## config.mk

```make
export PLATFORM = sky130hd
export DESIGN_NAME = synth_cfg_loader
export DESIGN_NICKNAME = d
export VERILOG_FILES = /design/src/rtl/cfg_loader_pkg.sv /design/src/rtl/cfg_sync_bank.sv /design/src/rtl/cfg_shift_reg.sv /design/src/rtl/cfg_hold_unit.sv /design/src/rtl/cfg_range_chk.sv /design/src/rtl/synth_cfg_loader.sv
export SDC_FILE = /design/constraint.sdc
export NUM_CORES = 1
export LEC_CHECK = 0
export CAP_MARGIN = 15
export CORE_AREA = 5 5 92 94
export DETAILED_ROUTE_END_ITERATION = 7
export DIE_AREA = 0 0 97 99
export GPL_TIMING_DRIVEN = 0
export PLACE_DENSITY = 0.59
export RECOVER_POWER = 100
export SLEW_MARGIN = 5
export SYNTH_ARGS = -nofsm -noshare
export SYNTH_HDL_FRONTEND = slang
export SYNTH_HIERARCHICAL = 1
export SYNTH_SLANG_ARGS = --single-unit
```

## constraint.sdc

```tcl
create_clock -name clk -period 2.9 [get_ports clk]
set_input_delay 0.58 -clock clk [delete_from_list [all_inputs] [get_ports clk]]
set_output_delay 0.58 -clock clk [all_outputs]
set_load 0.01 [all_outputs]
```

## src/rtl/cfg_loader_pkg.sv

```systemverilog
package cfg_loader_pkg;
   localparam int DEF_M_W   = 9;
   localparam int DEF_N_W   = 2;
   localparam int DEF_NULLS = 2;

   function automatic int word_bits(input int n_w, input int m_w);
      return 1 + n_w + m_w;
   endfunction
endpackage

```

## src/rtl/cfg_sync_bank.sv

```systemverilog
module cfg_sync_bank #(
   parameter int WIDTH  = 4,
   parameter int STAGES = 2
) (
   input  logic             clk,
   input  logic             rst_n,
   input  logic [WIDTH-1:0] din,
   output logic [WIDTH-1:0] lvl,
   output logic [WIDTH-1:0] rise
);
   logic [WIDTH-1:0] prev_q;

   for (genvar b = 0; b < WIDTH; b++) begin : g_bit
      logic [STAGES-1:0] chain_q;
      always_ff @(posedge clk) begin
         if (!rst_n) chain_q <= '0;
         else        chain_q <= {chain_q[STAGES-2:0], din[b]};
      end
      assign lvl[b] = chain_q[STAGES-1];
   end

   always_ff @(posedge clk) begin
      if (!rst_n) prev_q <= '0;
      else        prev_q <= lvl;
   end

   assign rise = lvl & ~prev_q;
endmodule

```

## src/rtl/cfg_shift_reg.sv

```systemverilog
module cfg_shift_reg #(
   parameter int SR_W = 12
) (
   input  logic            clk,
   input  logic            rst_n,
   input  logic            shift_en,
   input  logic            bit_in,
   output logic [SR_W-1:0] sr_q,
   output logic [SR_W-1:0] sr_nxt
);
   assign sr_nxt = {sr_q[SR_W-2:0], bit_in};

   always_ff @(posedge clk) begin
      if (!rst_n)        sr_q <= '0;
      else if (shift_en) sr_q <= sr_nxt;
   end
endmodule

```

## src/rtl/cfg_hold_unit.sv

```systemverilog
module cfg_hold_unit #(
   parameter int             M_W   = 9,
   parameter int             N_W   = 2,
   parameter logic [N_W-1:0] N_RST = 'b01,
   parameter logic [N_W-1:0] N_PAR = 'b01,
   localparam int            SR_W  = 1 + N_W + M_W
) (
   input  logic            clk,
   input  logic            rst_n,
   input  logic [M_W-1:0]  pin_m,
   input  logic            par_hi,
   input  logic            ld_hi,
   input  logic            ld_rise,
   input  logic            sck_rise,
   input  logic [SR_W-1:0] sr_cur,
   input  logic [SR_W-1:0] sr_nxt,
   output logic [M_W-1:0]  m_q,
   output logic [N_W-1:0]  n_q,
   output logic            ssc_q,
   output logic            upd_q
);
   logic [M_W-1:0] m_d;
   logic [N_W-1:0] n_d;
   logic           ssc_d;

   always_comb begin
      m_d   = m_q;
      n_d   = n_q;
      ssc_d = ssc_q;
      if (!par_hi) begin
         m_d = pin_m;
         n_d = N_PAR;
      end else if (ld_rise) begin
         {ssc_d, n_d, m_d} = sr_cur;
      end else if (ld_hi && sck_rise) begin
         {ssc_d, n_d, m_d} = sr_nxt;
      end
   end

   always_ff @(posedge clk) begin
      if (!rst_n) begin
         m_q   <= pin_m;
         n_q   <= N_RST;
         ssc_q <= 1'b0;
         upd_q <= 1'b0;
      end else begin
         m_q   <= m_d;
         n_q   <= n_d;
         ssc_q <= ssc_d;
         upd_q <= (m_d != m_q) || (n_d != n_q) || (ssc_d != ssc_q);
      end
   end
endmodule

```

## src/rtl/cfg_range_chk.sv

```systemverilog
module cfg_range_chk #(
   parameter int M_W  = 9,
   parameter int M_LO = 125,
   parameter int M_HI = 350
) (
   input  logic [M_W-1:0] m,
   output logic           bad
);
   localparam logic [M_W-1:0] LO_V = M_W'(M_LO);
   localparam logic [M_W-1:0] HI_V = M_W'(M_HI);
   assign bad = (m < LO_V) || (m > HI_V);
endmodule

```

## src/rtl/synth_cfg_loader.sv

```systemverilog
module synth_cfg_loader
   import cfg_loader_pkg::*;
#(
   parameter int             M_W         = DEF_M_W,
   parameter int             N_W         = DEF_N_W,
   parameter int             SYNC_STAGES = 2,
   parameter int             M_LO        = 125,
   parameter int             M_HI        = 350,
   parameter logic [N_W-1:0] N_RST       = 'b01,
   parameter logic [N_W-1:0] N_PAR       = 'b01
) (
   input  logic           clk,
   input  logic           rst_n,
   input  logic [M_W-1:0] fb_div_pin,
   input  logic           par_load_n,
   input  logic           ser_clk,
   input  logic           ser_dat,
   input  logic           ser_ld,
   output logic [M_W-1:0] fb_div,
   output logic [N_W-1:0] out_div_code,
   output logic           spread_en,
   output logic           fb_div_bad,
   output logic           cfg_update
);
   localparam int SR_W = word_bits(N_W, M_W);
   localparam int L_SCK = 0, L_DAT = 1, L_LD = 2, L_PAR = 3;

   if (SYNC_STAGES < 2) begin : g_bad_sync
      $error("SYNC_STAGES must be at least 2");
   end
   if (M_LO > M_HI || M_HI >= (1 << M_W)) begin : g_bad_range
      $error("lock range does not fit the divider width");
   end

   logic [3:0]      sync_lvl, sync_rise;
   logic [SR_W-1:0] sr_q, sr_nxt;
   logic            pl_hi_s, ld_s;

   cfg_sync_bank #(.WIDTH(4), .STAGES(SYNC_STAGES)) sync_i (
      .clk  (clk),
      .rst_n(rst_n),
      .din  ({par_load_n, ser_ld, ser_dat, ser_clk}),
      .lvl  (sync_lvl),
      .rise (sync_rise)
   );

   assign pl_hi_s = sync_lvl[L_PAR];
   assign ld_s    = sync_lvl[L_LD];

   cfg_shift_reg #(.SR_W(SR_W)) shift_i (
      .clk     (clk),
      .rst_n   (rst_n),
      .shift_en(sync_rise[L_SCK] & pl_hi_s),
      .bit_in  (sync_lvl[L_DAT]),
      .sr_q    (sr_q),
      .sr_nxt  (sr_nxt)
   );

   cfg_hold_unit #(.M_W(M_W), .N_W(N_W), .N_RST(N_RST), .N_PAR(N_PAR)) hold_i (
      .clk     (clk),
      .rst_n   (rst_n),
      .pin_m   (fb_div_pin),
      .par_hi  (pl_hi_s),
      .ld_hi   (ld_s),
      .ld_rise (sync_rise[L_LD]),
      .sck_rise(sync_rise[L_SCK]),
      .sr_cur  (sr_q),
      .sr_nxt  (sr_nxt),
      .m_q     (fb_div),
      .n_q     (out_div_code),
      .ssc_q   (spread_en),
      .upd_q   (cfg_update)
   );

   cfg_range_chk #(.M_W(M_W), .M_LO(M_LO), .M_HI(M_HI)) range_i (
      .m  (fb_div),
      .bad(fb_div_bad)
   );
endmodule

```

* Word level (Yosys, flattened, before mapping)
Index checks and enable logic that the tools add are counted.
Storage, ports and cells: register bits 36, input bits 15, output and inout bits 14, word-level logic and storage cells 32
Cells by class: magnitude comparators 2, eq/ne operators 3, multiplexer cells 10, bitwise gates (word level) 3, reduce and logical (&&, ||, !) cells 4
Operators with widths (number):
- $mux W9 | 4
- $gt A9 B9 Y1 const B | 1
- $lt A9 B7 Y1 const B | 1
- $ne A9 B9 Y1 | 1
- $mux W2 | 3
- $and A3 B3 Y3 | 1
- $logic_or A1 B1 Y1 | 3
- $mux W1 | 3
- $not A3 Y3 | 1
- $ne A2 B2 Y1 | 1
- $and A1 B1 Y1 | 1
- $logic_and A1 B1 Y1 | 1
- $ne A1 B1 Y1 | 1

* Longest topological paths before layout
word-level depth 9, depth in mapped cells 9

* Modules after synthesis
Netlist, hierarchy kept.
Modules (own cells, without submodules):
- cfg_hold_unit | instances 1, cells each 175, area each 1258.7 sq um, seq. area each 260.2 sq um
- cfg_shift_reg | instances 1, cells each 50, area each 540.5 sq um, seq. area each 240.2 sq um
- cfg_sync_bank | instances 1, cells each 33, area each 391.6 sq um, seq. area each 240.2 sq um
- cfg_range_chk | instances 1, cells each 8, area each 46.3 sq um, seq. area each 0.0 sq um
- synth_cfg_loader | instances 1, cells each 1, area each 6.3 sq um, seq. area each 0.0 sq um

* Least setup slack after synthesis
Ideal clock, no wire load.
path type reg-to-reg, from reg sync_i.g_bit[0].chain_q[1], to reg hold_i.upd_q, arrival 1534 ps, data required time 2763 ps, setup slack 1229 ps, stages on the path, launching flop included 9, buffers on the path 2, cell sequence dfxtp_1 nor2b_1 buf_4 and2_4 buf_6 o2bb2ai_2 a2111oi_2 o2111a_1 a41oi_1
On the way: cells in the longest elaborated chain, start to end 8, elaborated cells between the ends (all ways) 16, those cells by class eq/ne: 3; mux: 9; bitwise: 1; reduce/logical: 3
RTL lines:
- start: declaration | RTL line cfg_sync_bank.sv:14 | logic [STAGES-1:0] chain_q;
- start signal: assignment | RTL line cfg_sync_bank.sv:17 | else chain_q <= {chain_q[STAGES-2:0], din[b]};
- $and A3 B3 Y3 (*) | RTL line cfg_sync_bank.sv:27 | assign rise = lvl & ~prev_q;
- net sync_rise[0] | RTL line synth_cfg_loader.sv:35 | logic [3:0] sync_lvl, sync_rise;
- $logic_and A1 B1 Y1 (*) | RTL line cfg_hold_unit.sv:35 | end else if (ld_hi && sck_rise) begin
- $mux W9 or $mux W2 (tied branches) | RTL line cfg_hold_unit.sv:35
- $mux W9 or $mux W2 (tied branches) | RTL line cfg_hold_unit.sv:33 | end else if (ld_rise) begin
- $mux W9 or $mux W2 (tied branches) | RTL line cfg_hold_unit.sv:30 | if (!par_hi) begin
- $ne A9 B9 Y1 or $ne A2 B2 Y1 (tied branches) | RTL line cfg_hold_unit.sv:50 | upd_q <= (m_d != m_q) || (n_d != n_q) || (ssc_d != ssc_q);
- $logic_or A1 B1 Y1 | RTL line cfg_hold_unit.sv:50
- $logic_or A1 B1 Y1 (*) | RTL line cfg_hold_unit.sv:50
- end signal: assignment | RTL line cfg_hold_unit.sv:50
- end: declaration | RTL line cfg_hold_unit.sv:20 | output logic upd_q
The timed path passes the listed nets; every way through them passes the cells marked *. A chain may end at the register's enable or synchronous reset.

* Worst setup path after layout
from reg hold_i.m_q[2], to out fb_div_bad
On the way: cells in the longest elaborated chain, start to end 2, elaborated cells between the ends (all ways) 3, those cells by class order compare: 2; reduce/logical: 1
RTL lines:
- start: declaration | RTL line cfg_hold_unit.sv:17 | output logic [M_W-1:0] m_q,
- start signal: assignment | RTL line cfg_hold_unit.sv:42 | m_q <= pin_m;
- start signal: assignment | RTL line cfg_hold_unit.sv:47 | m_q <= m_d;
- $lt A9 B7 Y1 or $gt A9 B9 Y1 (tied branches) | RTL line cfg_range_chk.sv:11 | assign bad = (m < LO_V) || (m > HI_V);
- $logic_or A1 B1 Y1 (*) | RTL line cfg_range_chk.sv:11
- end: declaration | RTL line synth_cfg_loader.sv:22 | output logic fb_div_bad,
Mark *: on every way between the ends. The rest lies on a longest branch, timed or not.

==> results.cfg <==
[die]
dieArea_um2 = 9600
num_io_pins = 29
core_um2 = 7570
die_y_um = 99
row_count = 32
start_util_pct = 28.7
die_w_um = 97

[timing]
finalHoldViolCount = 0
setup_tns_ns = 0
setup_violations = 0
finalMaxSlewViolations = 0
max_slew_margin_pct = 64.4
rsz0062_at_grt = no
min_period_over_period_pct = 81.5
finalClockSkew_ns = 0.00921
min_period_ns = 2.36
worst_slew_pin_slew_ns = 0.534
max_freq_mhz = 423

[placed_design]
place_hpwl_mm = 4.35
gp_congestion = 0.853
port_buffers = 28

[pwr]
p_leak_nw = 1.01
max-vdd-ir-drop_mv = 0.236
power.total_mw = 1.15
powerDensity_nw_per_um2 = 429

[clock_network]
clk_pin_slew_ns = 0.08
cts.path.max_buffers = 2
cts_tree = done
ctsHoldBuffers = 0
clk_latency_ns = 0.29
numCtsBuffers = 5
cts_max_level = 2
clockRootBuffer = clkbuf_8
cts_setup_buffers = 0
ctsResizeCount = 0
clock_sinks = 35

[route]
drc = 0
via_count = 1985
drtIter0Drc = 227
vias_per_cell = 4.99
first_pass_iters = 5
routed_wl_mm = 5.99
antenna_left = 0
wire_per_inst_um = 15.0

[status]
status = finished clean

[layout]
antennaDiodeCount = 0
drive_gt1_share_pct = 15.5
finalNetCount = 310
final_cell_mix = nand2_1 (35), dfxtp_1 (35), o21ai_0 (22)
fill_cells = 818
area_growth_pct = 24.0

[critical_path]
critPathMaxStageDelay_ns = 0.49
crit_path_end_kind = output port
crit_required_ns = 2.32
cp-start-kind = register
worstSetupPathType = reg -> out
crit_path_max_fanout = 5
path_cells = nand4_1 > o21ai_0 > o221ai_1 > clkdlybuf4s50_1
cp.arrival_ns = 1.78
critical_path.slowest_cell = clkdlybuf4s50_1

[job]
max_cap_violations = 0

[global_route]
overflow = 0
grt_pass1_wl_mm = 9.91
antenna_found_initial = 0
grt_max_degree = 13
grt_pass1_vias = 1966
grt_usage_pct = 12.8

[logic_synthesis]
syn_area_um2 = 2170
synth_nets = 275
yosysWarnings = 6
syn_inst = 260
syn_avg_cell_area_um2 = 8.34

[hold_path]
hold_class = reg -> reg
## critical path: cells and delay by family, from the launching register on
family,cells,cell delay (ns)
buf+inv,1,0.49
compound gates,2,0.34
simple gates,1,0.19
flops,1,0.47
## metal layers
layer | up-vias | part of all wire (%) | wire, um | track usage, %
met3 | 12 | 6.2 | 372 | 2.90
met1 | 916 | 45 | 2720 | 17.0
met5 | - | 0 | 0 | 0
li1 | 974 | - | - | -
met4 | 0 | 1.7 | 103 | 3.67
met2 | 83 | 47 | 2790 | 20.8
## layout make-up
type	instances	area [um2]	area share, %
Sequential cell	35	701	26.0
Clock inverter	2	38.8	1.44
Tap cell	102	128	4.74
Multi-Input combinational cell	186	1220	45.2
Clock buffer	6	82.6	3.07
Timing Repair Buffer	28	280	10.4
Buffer	29	208	7.72
Inverter	10	37.5	1.39
## final timing paths
| check | slack (ns) | endpoint | startpoint | cells after the start |
|---|---|---|---|---|
| setup / recovery | 0.54 | fb_div_bad | hold_i/m_q[2] | 4 |
| hold / removal | 0.45 | sync_i/g_bit[1].chain_q[1] | sync_i/g_bit[1].chain_q[0] | 1 |
| setup reg to reg | 0.91 | hold_i/upd_q | sync_i/g_bit[2].chain_q[1] | 6 |
| hold reg to reg | 0.45 | sync_i/g_bit[1].chain_q[1] | sync_i/g_bit[1].chain_q[0] | 1 |
## metrics by stage
stage / utilization [%] / instance area (um2) / hold WS (ns) / instances / setup WS, ns
5_1_grt: 35.6 / 2690 / 0.479 / 398 / 0.441
2_1_floorplan: - / 2170 / 0.426 / 260 / 1.24
3_3_place_gp: 34.1 / 2580 / 0.427 / 390 / 0.554
3_5_place_dp: 34.1 / 2580 / 0.434 / 390 / 0.485
4_1_cts: 35.7 / 2700 / 0.452 / 398 / 0.556
6_report: 35.6 / 2690 / 0.449 / 398 / 0.536
## where the power goes
group	internal (mW)	switching, mW	leakage [nW]
registers	0.496	0.0205	0.288
clock network	0.283	0.192	0.0618
logic	0.0860	0.0764	0.662
## flip-flops by register name, summed over array words and instances, names as in the netlist
name                  flops
hold_i/m_q                9
sync_i/g_bit.chain_q      8
hold_i/upd_q              1
shift_i/sr_q             12
sync_i/prev_q             2
hold_i/n_q                2
hold_i/ssc_q              1
Note: power is estimated with default switching activity, not from simulation.
